===== src/rtl/rob_pkg.sv =====
// Shared types of the reorder buffer.
package rob_pkg;
    // What the oldest slot does in the current cycle.
    typedef enum logic [1:0] {
        HEAD_WAIT   = 2'd0,
        HEAD_RETIRE = 2'd1,
        HEAD_TRAP   = 2'd2
    } head_act_e;
endpackage


===== src/rtl/rob_ptrs.sv =====
// Free and retire pointers of the circular buffer.
// Each pointer carries one extra wrap bit so full and empty differ.
// Assumes DEPTH is a power of two; flush moves the free pointer onto
// the retire pointer.
module rob_ptrs #(
    parameter int DEPTH = 8
) (
    input  logic                     clk,
    input  logic                     rst_n,
    input  logic                     push,
    input  logic                     pop,
    input  logic                     flush,
    output logic [$clog2(DEPTH)-1:0] head_idx,
    output logic [$clog2(DEPTH)-1:0] tail_idx,
    output logic [$clog2(DEPTH):0]   count,
    output logic                     full,
    output logic                     empty
);
    localparam int IDX_W = $clog2(DEPTH);
    localparam int PTR_W = IDX_W + 1;

    logic [PTR_W-1:0] head;
    logic [PTR_W-1:0] tail;

    // Advance or rewind the two pointers.
    always_ff @(posedge clk) begin
        if (!rst_n) begin
            head <= '0;
            tail <= '0;
        end else if (flush) begin
            tail <= head;
        end else begin
            if (push) tail <= tail + PTR_W'(1);
            if (pop)  head <= head + PTR_W'(1);
        end
    end

    // Derive occupancy and the full/empty flags.
    always_comb begin
        head_idx = head[IDX_W-1:0];
        tail_idx = tail[IDX_W-1:0];
        count    = tail - head;
        empty    = (tail == head);
        full     = (tail[IDX_W] != head[IDX_W]) && (tail_idx == head_idx);
    end


    occupancy_bound_chk: assert property (@(posedge clk) disable iff (!rst_n)
        int'(count) <= DEPTH);


    head_step_chk: assert property (@(posedge clk) disable iff (!rst_n)
        (pop && !flush) |=> (head == $past(head) + PTR_W'(1)));
endmodule


===== src/rtl/rob_rename.sv =====
// Rename table: one tag and a valid bit per architectural register.
// Set on allocation and cleared on retirement only when the stored tag
// matches. All valid bits clear on flush. Lookups read the state before
// this cycle's update. Assumes NREG is a power of two.
module rob_rename #(
    parameter int NREG  = 8,
    parameter int DEPTH = 8
) (
    input  logic                     clk,
    input  logic                     rst_n,
    input  logic                     flush,
    input  logic                     set_en,
    input  logic [$clog2(NREG)-1:0]  set_reg,
    input  logic [$clog2(DEPTH)-1:0] set_tag,
    input  logic                     clr_en,
    input  logic [$clog2(NREG)-1:0]  clr_reg,
    input  logic [$clog2(DEPTH)-1:0] clr_tag,
    input  logic [$clog2(NREG)-1:0]  q1_reg,
    input  logic [$clog2(NREG)-1:0]  q2_reg,
    output logic [$clog2(DEPTH)-1:0] q1_tag,
    output logic                     q1_hit,
    output logic [$clog2(DEPTH)-1:0] q2_tag,
    output logic                     q2_hit
);
    localparam int REG_W = $clog2(NREG);
    localparam int TAG_W = $clog2(DEPTH);

    logic [TAG_W-1:0] map_tag [NREG];
    logic [NREG-1:0]  map_vld;

    for (genvar g = 0; g < NREG; g++) begin : reg_map
        // Keep the newest in-flight owner of register g.
        always_ff @(posedge clk) begin
            if (!rst_n) begin
                map_vld[g] <= 1'b0;
                map_tag[g] <= '0;
            end else if (flush) begin
                map_vld[g] <= 1'b0;
            end else if (set_en && set_reg == REG_W'(g)) begin
                map_vld[g] <= 1'b1;
                map_tag[g] <= set_tag;
            end else if (clr_en && clr_reg == REG_W'(g) && map_tag[g] == clr_tag) begin
                map_vld[g] <= 1'b0;
            end
        end
    end

    // Look up both sources.
    always_comb begin
        q1_tag = map_tag[q1_reg];
        q1_hit = map_vld[q1_reg];
        q2_tag = map_tag[q2_reg];
        q2_hit = map_vld[q2_reg];
    end


    clear_on_flush_chk: assert property (@(posedge clk) disable iff (!rst_n)
        flush |=> (map_vld == '0));


    set_visible_chk: assert property (@(posedge clk) disable iff (!rst_n)
        (set_en && !flush) |=> (map_vld[$past(set_reg)] && map_tag[$past(set_reg)] == $past(set_tag)));
endmodule


===== src/rtl/rob_entries.sv =====
// Slot storage of the reorder buffer. Each slot keeps an in-use bit,
// a completed flag, the operation, two source tags with ready flags,
// the destination, the result and an exception flag with cause.
// Source ready flags are set when the producing slot completes.
// Assumes DEPTH is a power of two and at most one write per slot per
// cycle from the caller.
module rob_entries #(
    parameter int DEPTH   = 8,
    parameter int NREG    = 8,
    parameter int DATA_W  = 32,
    parameter int OP_W    = 6,
    parameter int CAUSE_W = 4
) (
    input  logic                     clk,
    input  logic                     rst_n,
    input  logic                     clr_all,
    input  logic                     wr_en,
    input  logic [$clog2(DEPTH)-1:0] wr_idx,
    input  logic [OP_W-1:0]          wr_op,
    input  logic [$clog2(NREG)-1:0]  wr_dst,
    input  logic [$clog2(DEPTH)-1:0] wr_s1_tag,
    input  logic                     wr_s1_rdy,
    input  logic [$clog2(DEPTH)-1:0] wr_s2_tag,
    input  logic                     wr_s2_rdy,
    input  logic                     cmp_valid,
    input  logic [$clog2(DEPTH)-1:0] cmp_tag,
    input  logic [DATA_W-1:0]        cmp_data,
    input  logic                     cmp_exc,
    input  logic [CAUSE_W-1:0]       cmp_cause,
    input  logic                     ret_en,
    input  logic [$clog2(DEPTH)-1:0] ret_idx,
    output logic [DEPTH-1:0]         use_vec,
    output logic [DEPTH-1:0]         exec_vec,
    input  logic [$clog2(DEPTH)-1:0] hd_idx,
    output logic                     hd_exc,
    output logic [CAUSE_W-1:0]       hd_cause,
    output logic [$clog2(NREG)-1:0]  hd_dst,
    output logic [DATA_W-1:0]        hd_data,
    input  logic [$clog2(DEPTH)-1:0] rd_idx,
    output logic [OP_W-1:0]          rd_op,
    output logic [$clog2(DEPTH)-1:0] rd_s1_tag,
    output logic                     rd_s1_rdy,
    output logic [$clog2(DEPTH)-1:0] rd_s2_tag,
    output logic                     rd_s2_rdy
);
    localparam int TAG_W = $clog2(DEPTH);
    localparam int REG_W = $clog2(NREG);

    typedef struct packed {
        logic               live;
        logic               done;
        logic [OP_W-1:0]    op;
        logic [TAG_W-1:0]   s1_tag;
        logic               s1_rdy;
        logic [TAG_W-1:0]   s2_tag;
        logic               s2_rdy;
        logic [REG_W-1:0]   dst;
        logic [DATA_W-1:0]  data;
        logic               excf;
        logic [CAUSE_W-1:0] cause;
    } slot_t;

    slot_t view [DEPTH];
    logic  cmp_hit;

    // A completion counts only when it names a slot in use.
    always_comb cmp_hit = cmp_valid && use_vec[cmp_tag];

    for (genvar g = 0; g < DEPTH; g++) begin : slot
        slot_t e;

        // Update slot g on allocation, completion, wakeup and retirement.
        always_ff @(posedge clk) begin
            if (!rst_n) begin
                e <= '0;
            end else if (clr_all) begin
                e.live <= 1'b0;
                e.done <= 1'b0;
            end else if (wr_en && wr_idx == TAG_W'(g)) begin
                e.live   <= 1'b1;
                e.done   <= 1'b0;
                e.op     <= wr_op;
                e.s1_tag <= wr_s1_tag;
                e.s1_rdy <= wr_s1_rdy;
                e.s2_tag <= wr_s2_tag;
                e.s2_rdy <= wr_s2_rdy;
                e.dst    <= wr_dst;
                e.data   <= '0;
                e.excf   <= 1'b0;
                e.cause  <= '0;
            end else begin
                if (ret_en && ret_idx == TAG_W'(g)) begin
                    e.live <= 1'b0;
                    e.done <= 1'b0;
                end else if (cmp_hit && cmp_tag == TAG_W'(g)) begin
                    e.done  <= 1'b1;
                    e.data  <= cmp_data;
                    e.excf  <= cmp_exc;
                    e.cause <= cmp_cause;
                end
                if (e.live && cmp_hit && e.s1_tag == cmp_tag) e.s1_rdy <= 1'b1;
                if (e.live && cmp_hit && e.s2_tag == cmp_tag) e.s2_rdy <= 1'b1;
            end
        end

        assign view[g]     = e;
        assign use_vec[g]  = e.live;
        assign exec_vec[g] = e.done;
    end

    // Present the oldest slot and the inspected slot.
    always_comb begin
        hd_exc    = view[hd_idx].excf;
        hd_cause  = view[hd_idx].cause;
        hd_dst    = view[hd_idx].dst;
        hd_data   = view[hd_idx].data;
        rd_op     = view[rd_idx].op;
        rd_s1_tag = view[rd_idx].s1_tag;
        rd_s1_rdy = view[rd_idx].s1_rdy;
        rd_s2_tag = view[rd_idx].s2_tag;
        rd_s2_rdy = view[rd_idx].s2_rdy;
    end


    stray_cmp_chk: assert property (@(posedge clk) disable iff (!rst_n)
        (cmp_valid && !use_vec[cmp_tag] && !clr_all && !(wr_en && wr_idx == cmp_tag))
        |=> !exec_vec[$past(cmp_tag)]);


    cmp_record_chk: assert property (@(posedge clk) disable iff (!rst_n)
        (cmp_hit && !clr_all && !(ret_en && ret_idx == cmp_tag))
        |=> exec_vec[$past(cmp_tag)]);
endmodule


===== src/rtl/rob_rename_top.sv =====
// Reorder buffer with rename table. Decode allocates slots in order,
// functional units complete them in any order, the oldest completed
// slot retires each cycle, and an exception at the oldest slot or the
// flush input discards everything in flight. Assumes DEPTH and NREG
// are powers of two and units only complete tags they were issued.
module rob_rename_top
    import rob_pkg::*;
#(
    parameter int DEPTH   = 8,
    parameter int NREG    = 8,
    parameter int DATA_W  = 32,
    parameter int OP_W    = 6,
    parameter int CAUSE_W = 4
) (
    input  logic                     clk,
    input  logic                     rst_n,
    input  logic                     alloc_valid,
    input  logic [OP_W-1:0]          alloc_op,
    input  logic [$clog2(NREG)-1:0]  alloc_dst,
    input  logic [$clog2(NREG)-1:0]  alloc_src1,
    input  logic [$clog2(NREG)-1:0]  alloc_src2,
    output logic                     alloc_ready,
    output logic [$clog2(DEPTH)-1:0] alloc_tag,
    output logic [$clog2(DEPTH)-1:0] src1_tag,
    output logic                     src1_rdy,
    output logic [$clog2(DEPTH)-1:0] src2_tag,
    output logic                     src2_rdy,
    input  logic                     cmp_valid,
    input  logic [$clog2(DEPTH)-1:0] cmp_tag,
    input  logic [DATA_W-1:0]        cmp_data,
    input  logic                     cmp_exc,
    input  logic [CAUSE_W-1:0]       cmp_cause,
    output logic                     cm_valid,
    output logic [$clog2(DEPTH)-1:0] cm_tag,
    output logic [$clog2(NREG)-1:0]  cm_dst,
    output logic [DATA_W-1:0]        cm_data,
    output logic                     exc_valid,
    output logic [$clog2(DEPTH)-1:0] exc_tag,
    output logic [CAUSE_W-1:0]       exc_cause,
    input  logic                     flush,
    output logic                     empty,
    output logic                     full,
    input  logic [$clog2(DEPTH)-1:0] rd_tag,
    output logic                     rd_use,
    output logic                     rd_exec,
    output logic [OP_W-1:0]          rd_op,
    output logic [$clog2(DEPTH)-1:0] rd_src1_tag,
    output logic                     rd_src1_rdy,
    output logic [$clog2(DEPTH)-1:0] rd_src2_tag,
    output logic                     rd_src2_rdy
);
    localparam int TAG_W = $clog2(DEPTH);
    localparam int REG_W = $clog2(NREG);

    logic [TAG_W-1:0]   head_idx;
    logic [TAG_W-1:0]   tail_idx;
    logic [TAG_W:0]     occ;
    logic [DEPTH-1:0]   use_vec;
    logic [DEPTH-1:0]   exec_vec;
    logic               hd_exc;
    logic [CAUSE_W-1:0] hd_cause;
    logic [REG_W-1:0]   hd_dst;
    logic [DATA_W-1:0]  hd_data;
    logic [TAG_W-1:0]   q1_tag, q2_tag;
    logic               q1_hit, q2_hit;
    logic               cmp_hit;
    logic               push, pop, do_flush;
    head_act_e          act;

    // Decide what the oldest slot does this cycle.
    always_comb begin
        if (use_vec[head_idx] && exec_vec[head_idx])
            act = hd_exc ? HEAD_TRAP : HEAD_RETIRE;
        else
            act = HEAD_WAIT;
    end

    // Combine retirement, exception, flush and allocation controls.
    always_comb begin
        cmp_hit     = cmp_valid && use_vec[cmp_tag];
        cm_valid    = (act == HEAD_RETIRE) && !flush;
        exc_valid   = (act == HEAD_TRAP) && !flush;
        do_flush    = flush || (act == HEAD_TRAP);
        alloc_ready = !full && !do_flush;
        push        = alloc_valid && alloc_ready;
        pop         = cm_valid;
        alloc_tag   = tail_idx;
        cm_tag      = head_idx;
        cm_dst      = hd_dst;
        cm_data     = hd_data;
        exc_tag     = head_idx;
        exc_cause   = hd_cause;
        rd_use      = use_vec[rd_tag];
        rd_exec     = exec_vec[rd_tag];
    end

    // Source operands are available from retired state, a completed slot,
    // or a completion arriving this cycle.
    always_comb begin
        src1_tag = q1_tag;
        src2_tag = q2_tag;
        src1_rdy = !q1_hit || exec_vec[q1_tag] || (cmp_hit && cmp_tag == q1_tag);
        src2_rdy = !q2_hit || exec_vec[q2_tag] || (cmp_hit && cmp_tag == q2_tag);
    end

    rob_ptrs #(.DEPTH(DEPTH)) u_ptrs (
        .clk      (clk),
        .rst_n    (rst_n),
        .push     (push),
        .pop      (pop),
        .flush    (do_flush),
        .head_idx (head_idx),
        .tail_idx (tail_idx),
        .count    (occ),
        .full     (full),
        .empty    (empty)
    );

    rob_rename #(.NREG(NREG), .DEPTH(DEPTH)) u_rename (
        .clk     (clk),
        .rst_n   (rst_n),
        .flush   (do_flush),
        .set_en  (push),
        .set_reg (alloc_dst),
        .set_tag (tail_idx),
        .clr_en  (pop),
        .clr_reg (hd_dst),
        .clr_tag (head_idx),
        .q1_reg  (alloc_src1),
        .q2_reg  (alloc_src2),
        .q1_tag  (q1_tag),
        .q1_hit  (q1_hit),
        .q2_tag  (q2_tag),
        .q2_hit  (q2_hit)
    );

    rob_entries #(
        .DEPTH(DEPTH), .NREG(NREG), .DATA_W(DATA_W), .OP_W(OP_W), .CAUSE_W(CAUSE_W)
    ) u_entries (
        .clk       (clk),
        .rst_n     (rst_n),
        .clr_all   (do_flush),
        .wr_en     (push),
        .wr_idx    (tail_idx),
        .wr_op     (alloc_op),
        .wr_dst    (alloc_dst),
        .wr_s1_tag (q1_tag),
        .wr_s1_rdy (src1_rdy),
        .wr_s2_tag (q2_tag),
        .wr_s2_rdy (src2_rdy),
        .cmp_valid (cmp_valid),
        .cmp_tag   (cmp_tag),
        .cmp_data  (cmp_data),
        .cmp_exc   (cmp_exc),
        .cmp_cause (cmp_cause),
        .ret_en    (pop),
        .ret_idx   (head_idx),
        .use_vec   (use_vec),
        .exec_vec  (exec_vec),
        .hd_idx    (head_idx),
        .hd_exc    (hd_exc),
        .hd_cause  (hd_cause),
        .hd_dst    (hd_dst),
        .hd_data   (hd_data),
        .rd_idx    (rd_tag),
        .rd_op     (rd_op),
        .rd_s1_tag (rd_src1_tag),
        .rd_s1_rdy (rd_src1_rdy),
        .rd_s2_tag (rd_src2_tag),
        .rd_s2_rdy (rd_src2_rdy)
    );


    one_outcome_chk: assert property (@(posedge clk) disable iff (!rst_n)
        $onehot0({cm_valid, exc_valid}));


    flush_empties_chk: assert property (@(posedge clk) disable iff (!rst_n)
        do_flush |=> empty);


    live_count_chk: assert property (@(posedge clk) disable iff (!rst_n)
        $countones(use_vec) == int'(occ));


    full_hold_chk: assert property (@(posedge clk) disable iff (!rst_n)
        (full && !do_flush) |=> $stable(alloc_tag));
endmodule


===== config.mk =====
export PLATFORM = sky130hd
export DESIGN_NAME = rob_rename_top
export DESIGN_NICKNAME = d
export VERILOG_FILES = /design/src/rtl/rob_pkg.sv /design/src/rtl/rob_ptrs.sv /design/src/rtl/rob_rename.sv /design/src/rtl/rob_entries.sv /design/src/rtl/rob_rename_top.sv
export SDC_FILE = /design/constraint.sdc
export NUM_CORES = 1
export LEC_CHECK = 0
export ABC_AREA = 1
export BUFFER_PORTS_ARGS = -buffer_cell sky130_fd_sc_hd__buf_2
export CORE_MARGIN = 2
export CORE_UTILIZATION = 50
export CTS_CLUSTER_SIZE = 16
export DETAILED_ROUTE_END_ITERATION = 6
export PLACE_DENSITY = 0.67
export SLEW_MARGIN = 20
export SYNTH_ARGS = -nofsm -noshare
export SYNTH_HDL_FRONTEND = slang
export SYNTH_SLANG_ARGS = --single-unit

===== constraint.sdc =====
create_clock -name clk -period 3.4 [get_ports clk]
set_input_delay 0.68 -clock clk [delete_from_list [all_inputs] [get_ports clk]]
set_output_delay 0.68 -clock clk [all_outputs]
set_load 0.005 [all_outputs]

==> results of run 1 <==
layout make-up:
cell class,count,area (um^2)
Timing Repair Buffer,249,1910
Clock buffer,85,1660
Antenna cell,3,7.51
Multi-Input combinational cell,3033,14400
Inverter,132,504
Fill cell,5236,22800
Tap cell,688,861
Sequential cell,488,10000
Clock inverter,16,149
per-layer routing:
layer / up-vias / wire [um] / GRT usage / part of all wire
li1: 13500 / - / - / -
met1: 13000 / 40200 / 0.466 / 0.44
met2: 1273 / 41000 / 0.507 / 0.44
met3: 200 / 8210 / 0.0545 / 0.089
met4: 6 / 2790 / 0.114 / 0.030
met5: - / 41 / 0 / 0.00044
worst max-delay path, cell delays in order, from the launching register on:
cell	delay [ps]
dfxtp_4	370
buf_16	280
nand2_1	150
inv_2	200
buf_16	260
a221oi_1	140
a22oi_1	400
buf_2	190
logic make-up (layout without fill, tap and decap cells):
kind of cell / after synthesis / count (layout) / share of synthesized area
simple gates: 1812 / 1812 / 0.281
compound gates: 1183 / 1183 / 0.243
buf+inv: 524 / 482 / 0.0824
flops: 488 / 488 / 0.379
xor+xnor: 26 / 26 / 0.00863
fa+ha+maj: 12 / 12 / 0.00569
other cells: 0 / 3 / 0
synthesized netlist by cell type, types with 3 or more instances:
cell | number | area, um^2
buf_2 | 78 | 390
o21ai_1 | 154 | 771
xor2_1 | 12 | 105
nand4_1 | 25 | 156
xnor2_1 | 14 | 123
clkinv_1 | 10 | 37.5
a22oi_1 | 36 | 270
o22ai_1 | 18 | 113
a21oi_1 | 409 | 2050
nor3b_1 | 3 | 22.5
nor2_2 | 8 | 50.1
buf_1 | 63 | 236
o21ai_0 | 447 | 2240
nor2_1 | 786 | 2950
dfxtp_1 | 464 | 9290
a221oi_1 | 80 | 701
a211oi_1 | 10 | 75.1
ha_1 | 12 | 150
o2111ai_1 | 6 | 52.6
edfxtp_1 | 24 | 721
a31oi_1 | 18 | 113
nand3_1 | 384 | 1920
clkbuf_2 | 5 | 25.0
inv_2 | 5 | 18.8
inv_1 | 117 | 439
buf_4 | 26 | 195
nand2_1 | 586 | 2200
nor3_1 | 18 | 90.1
clkbuf_1 | 219 | 822
flip-flops by register name, summed over array words and instances, names as in the netlist:
name,count
u_entries.exec_vec,8
u_entries.use_vec,8
u_ptrs.tail,4
u_rename.map_tag,24
u_rename.map_vld,8
u_entries.slot.e,432
u_ptrs.head,4
power by group:
group	total [mW]	switching [mW]	internal, mW
clock	5.98	2.55	3.43
combinational	1.71	1.20	0.511
sequential	5.97	0.0794	5.90
worst max path at each step:
stage	to	slack, ps
2_1_floorplan	src2_rdy	500
3_3_place_gp	u_entries.slot[4].e[41]$_SDFFE_PN0P_	210
6_report	exc_cause[3]	70
4_1_cts	cm_data[26]	30
5_1_grt	src2_rdy	-0.5
3_5_place_dp	u_entries.slot[4].e[41]$_SDFFE_PN0P_	140
repair_timing:
| item | 4_1_cts | 5_1_grt |
|---|---|---|
| resized for setup | 5 | 13 |
| endpoints found under the setup margin | 12 | 14 |
| gates cloned | 0 | 1 |
==> reports/metrics.csv, run 1 <==
metric,value,unit
end_kind,output port,
grt_util_all_layers,0.329,
clkLatencyLatePin,640,ps
holdCritPathClass,in -> reg,
postCtsHoldBufs,0,
drc,0,
dpl_cell_area,27600,um^2
p_total,13.7,mW
die_area,54600,um^2
crit_start,u_ptrs.head[0]$_SDFFE_PN0P_,
cp.arrival,2650,ps
portBuffers,139,
overflow,0,
first_pass_iters,6,
finalMaxSlewViolations,0,
final_common_cell,nor2_1,
outcome,finished clean,
setup_viol,0,
start_kind,register,
yosys_warnings,0,
grt_pass1_vias,25000,
cp_max_fo,61,
drt_iter0_drc,3003,
antenna_found_initial,6,
hold_ws,396,ps
fin_crit,3330,ps
syn_nets,4120,
synthFlopType,dfxtp_1,
clock-sinks,488,
cp.required,2720,ps
clock-root-buffer,clkbuf_16,
antenna_left,0,
whs_path_depth,3,
peakVddDrop,0.000404,V
design_area,29500,um^2
hold_viol,0,
period_share,0.979,
preCtsSetupSlack,136,ps
routed-via-count,27900,
final_cell_mix,"nor2_1, nand2_1, dfxtp_1",
r2r_slack,250,ps
cts_max_level,2,
core,52300,um^2
min_from,alloc_op[4],
yosysSeqAreaShare,0.379,
placed_cells,4589,
totalWireLength,92200,um
die_h,234,um
rr_endpoint,u_entries.slot[7].e[52]$_SDFFE_PN0P_,
syn_area,26400,um^2
fin_cells,4694,
syn2layout_area_growth,11.8,%
clk_pin_slew,60,ps
reg2reg_depth,12,
slew_headroom,0.304,
tns,0,ps
syn_inst,4045,
async_reset_ff_frac,0,
pin_count,140,
die_x,234,um
worst_slack,72.1,ps
cts_tree,yes,
cts_max_path_buffers,3,
avgSynthCellArea,6.52,um^2
maxCapViolCount,0,
cts_setup_buffers,0,
critPathKind,reg -> out,
max_freq,300,MHz
utilization,0.563,
powerDensity,463,nW/um^2
synth-edff-count,24,
tightest_slew,1040,ps
num-nets-final,4034,
grt_max_degree,153,
initial_utilization,0.504,
leakage,11.8,nW
ys_ff_latch,488,
synth_cell_type_count,35,
wl_per_cell,19.7,um
cts_made_buffers,55,
grt_pass1_wl,144000,um
r2r_start,u_ptrs.head[0]$_SDFFE_PN0P_,
viasPerCell,5.95,
gp_congestion,0.947,
drive_gt1_frac,0.0964,
place_hpwl,53900,um
rows,84,
final.setup_skew,29.6,ps
hold_end,u_entries.slot[2].e[52]$_SDFFE_PN0P_,
No activity file was read; power rests on OpenSTA's default activity.
==> run 2: changes to the inputs <==
Clock period 3.4 ns to 3.25 ns, I/O delays scaled along.
==> run 2 against run 1 <==
Net effect:
- non-clock buffer count is 19 higher
- first-iteration DRC count increased by 3.9%
- flip-flop and latch count unchanged
- total power rose by 3.4%
- largest cell class unchanged
- routed wire length rose by 0.47%
- hold slack worse by 1.8 ps
==> reports/metrics.csv, run 2 (same netlist as run 1, synthesis figures left out) <==
metric,value,unit,change
fin_crit,3190,ps,
pin_count,140,,unchanged
cp_max_fo,36,,-41%
fin_cells,4703,,+0.19%
top_register,u_entries.slot.e,,
top_regs,"u_entries.slot.e: 432 flops, u_rename.map_tag: 24 flops",,
grt_max_degree,114,,-25%
core,52300,um^2,unchanged
preCtsSetupSlack,59.2,ps,-77.1 ps
rows,84,,unchanged
placed_cells,4606,,+0.37%
largest_reg_flops,432,,unchanged
start_kind,register,,
antenna_found_initial,7,,+1
overflow,0,,unchanged
final.setup_skew,22.3,ps,-7.28 ps
place_hpwl,54600,um,+1.3%
rsz0062_at_grt,false,,
initial_utilization,0.504,,unchanged
cp_num_buf_inv,3,,-1
r2r_start,u_ptrs.head[0]$_SDFFE_PN0P_,,
slew_headroom,0.420,,+0.117
antenna_left,0,,unchanged
cts_tree,yes,,
routed-via-count,28000,,+0.20%
grt_pass1_wl,143000,um,-0.57%
clock-sinks,488,,unchanged
worst_slack,56.6,ps,-15.6 ps
crit_path_max_incr_delay,490,ps,+90 ps
grt_util_met1,0.461,,-0.00431
holdCritPathClass,in -> reg,,
wl_per_cell,19.7,um,+0.27%
portBuffers,139,,unchanged
die_h,234,um,unchanged
cp.required,2600,ps,-120 ps
outcome,finished clean,,
cp.arrival,2540,ps,-110 ps
cts_max_level,2,,unchanged
leakage,11.9,nW,+0.22%
die_area,54600,um^2,unchanged
period_share,0.983,,
final_cell_mix,"nor2_1, nand2_1, dfxtp_1",,
setup_viol,0,,unchanged
die_x,234,um,unchanged
clock-root-buffer,clkbuf_16,,
grt_util_all_layers,0.330,,+0.000443
totalWireLength,92700,um,+0.47%
drc,0,,unchanged
drive_gt1_frac,0.0985,,+0.00205
postCtsHoldBufs,0,,unchanged
end_kind,output port,,
cts_made_buffers,55,,unchanged
critPathKind,reg -> out,,
cts_max_path_buffers,3,,unchanged
grt.busiest_layer,met2,,
gr-usage-met3,0.0554,,+0.000973
tns,0,ps,unchanged
max_freq,313,MHz,
first_pass_iters,6,,unchanged
tightest_slew,868,ps,-173 ps
viasPerCell,5.95,,about the same
maxCapViolCount,0,,unchanged
powerDensity,479,nW/um^2,+3.3%
cp_top_family,buffers and inverters,,
gp_congestion,0.956,,+0.94%
num-nets-final,4053,,+0.47%
clkLatencyLatePin,630,ps,about the same
slowest_stage,dfxtp_4,,
final_common_cell,nor2_1,,
hold_viol,0,,unchanged
drt_iter0_drc,3120,,+3.9%
met2_usage,0.515,,+0.00786
syn2layout_area_growth,11.9,%,about the same
crit_start,u_ptrs.head[1]$_SDFFE_PN0P_,,
peakVddDrop,0.000415,V,+2.6%
clk_pin_slew,60,ps,about the same
finalMaxSlewViolations,0,,unchanged
min_from,alloc_op[0],,
grt_pass1_vias,24700,,-0.84%
crit_chain,"inv_2, nor2_4, clkbuf_16, a221oi_1, a22oi_1, buf_2",,
## run 2: stage by stage
stage / cell area, um^2 / utilization / hold WS (ps) / power, mW
after floorplan: 26400 / - / 425 / 7.49
after global placement: 27700 / 0.529 / 442 / 8.13
after detailed placement: 27700 / 0.529 / 446 / 8.14
after CTS: 29400 / 0.562 / 370 / 14.1
after global routing: 29500 / 0.564 / 399 / 14.6
final: 29500 / 0.564 / 395 / 14.1
## run 2: area by class of cell
| class | count | area, um^2 |
|---|---|---|
| diodes | 4 | 10.0 |
| clock buffers | 78 | 1580 |
| multi-input cells | 3033 | 14400 |
| clock inverters | 12 | 125 |
| inverters | 132 | 508 |
| repair buffers | 268 | 2050 |
| fillers | 5303 | 22800 |
| flip-flops and latches | 488 | 10000 |
| well taps | 688 | 861 |
## run 2: path summary, 6_finish.rpt
check | slack, ps | cells past startpoint | end
setup reg to reg | 330 | 13 | u_entries.slot[2].e[50]$_SDFFE_PN0P_
setup / recovery | 60 | 6 | cm_data[1]
hold / removal | 390 | 3 | u_entries.slot[4].e[48]$_SDFFE_PN0P_
hold reg to reg | 460 | 2 | u_entries.slot[5].e[50]$_SDFFE_PN0P_
## run 2: what timing repair did
item / CTS / global route
endpoints found under the setup margin: 25 / 14
setup buffers: 0 / 1
cloned: 0 / 2
pin swaps: 0 / 2
resized for setup: 7 / 15
## run 2: power by group
part | internal (mW) | total (mW) | switching [mW] | leakage (nW)
clock | 3.49 | 6.07 | 2.58 | 0.840
sequential | 6.17 | 6.25 | 0.0842 | 4.00
combinational | 0.552 | 1.81 | 1.26 | 7.01
total | 10.2 | 14.1 | 3.92 | 11.9
## run 2: worst register-to-register path, stage by stage (launching register included)
cell      delay, ps
dfxtp_4         430
clkinv_2        210
nand3_1         120
nand2_1          50
nand2_1          50
nand3_1         120
nand3_2         130
nand4_1          90
buf_4           170
nor2_2          650
inv_1           390
buf_4           270
nor2_1           90
nor2_1           60
## run 2: per-layer routing
layer,routed length [um],part of all wire
met1,40900,0.44
met2,41000,0.44
met3,7850,0.085
met4,2860,0.031
met5,67,0.00072
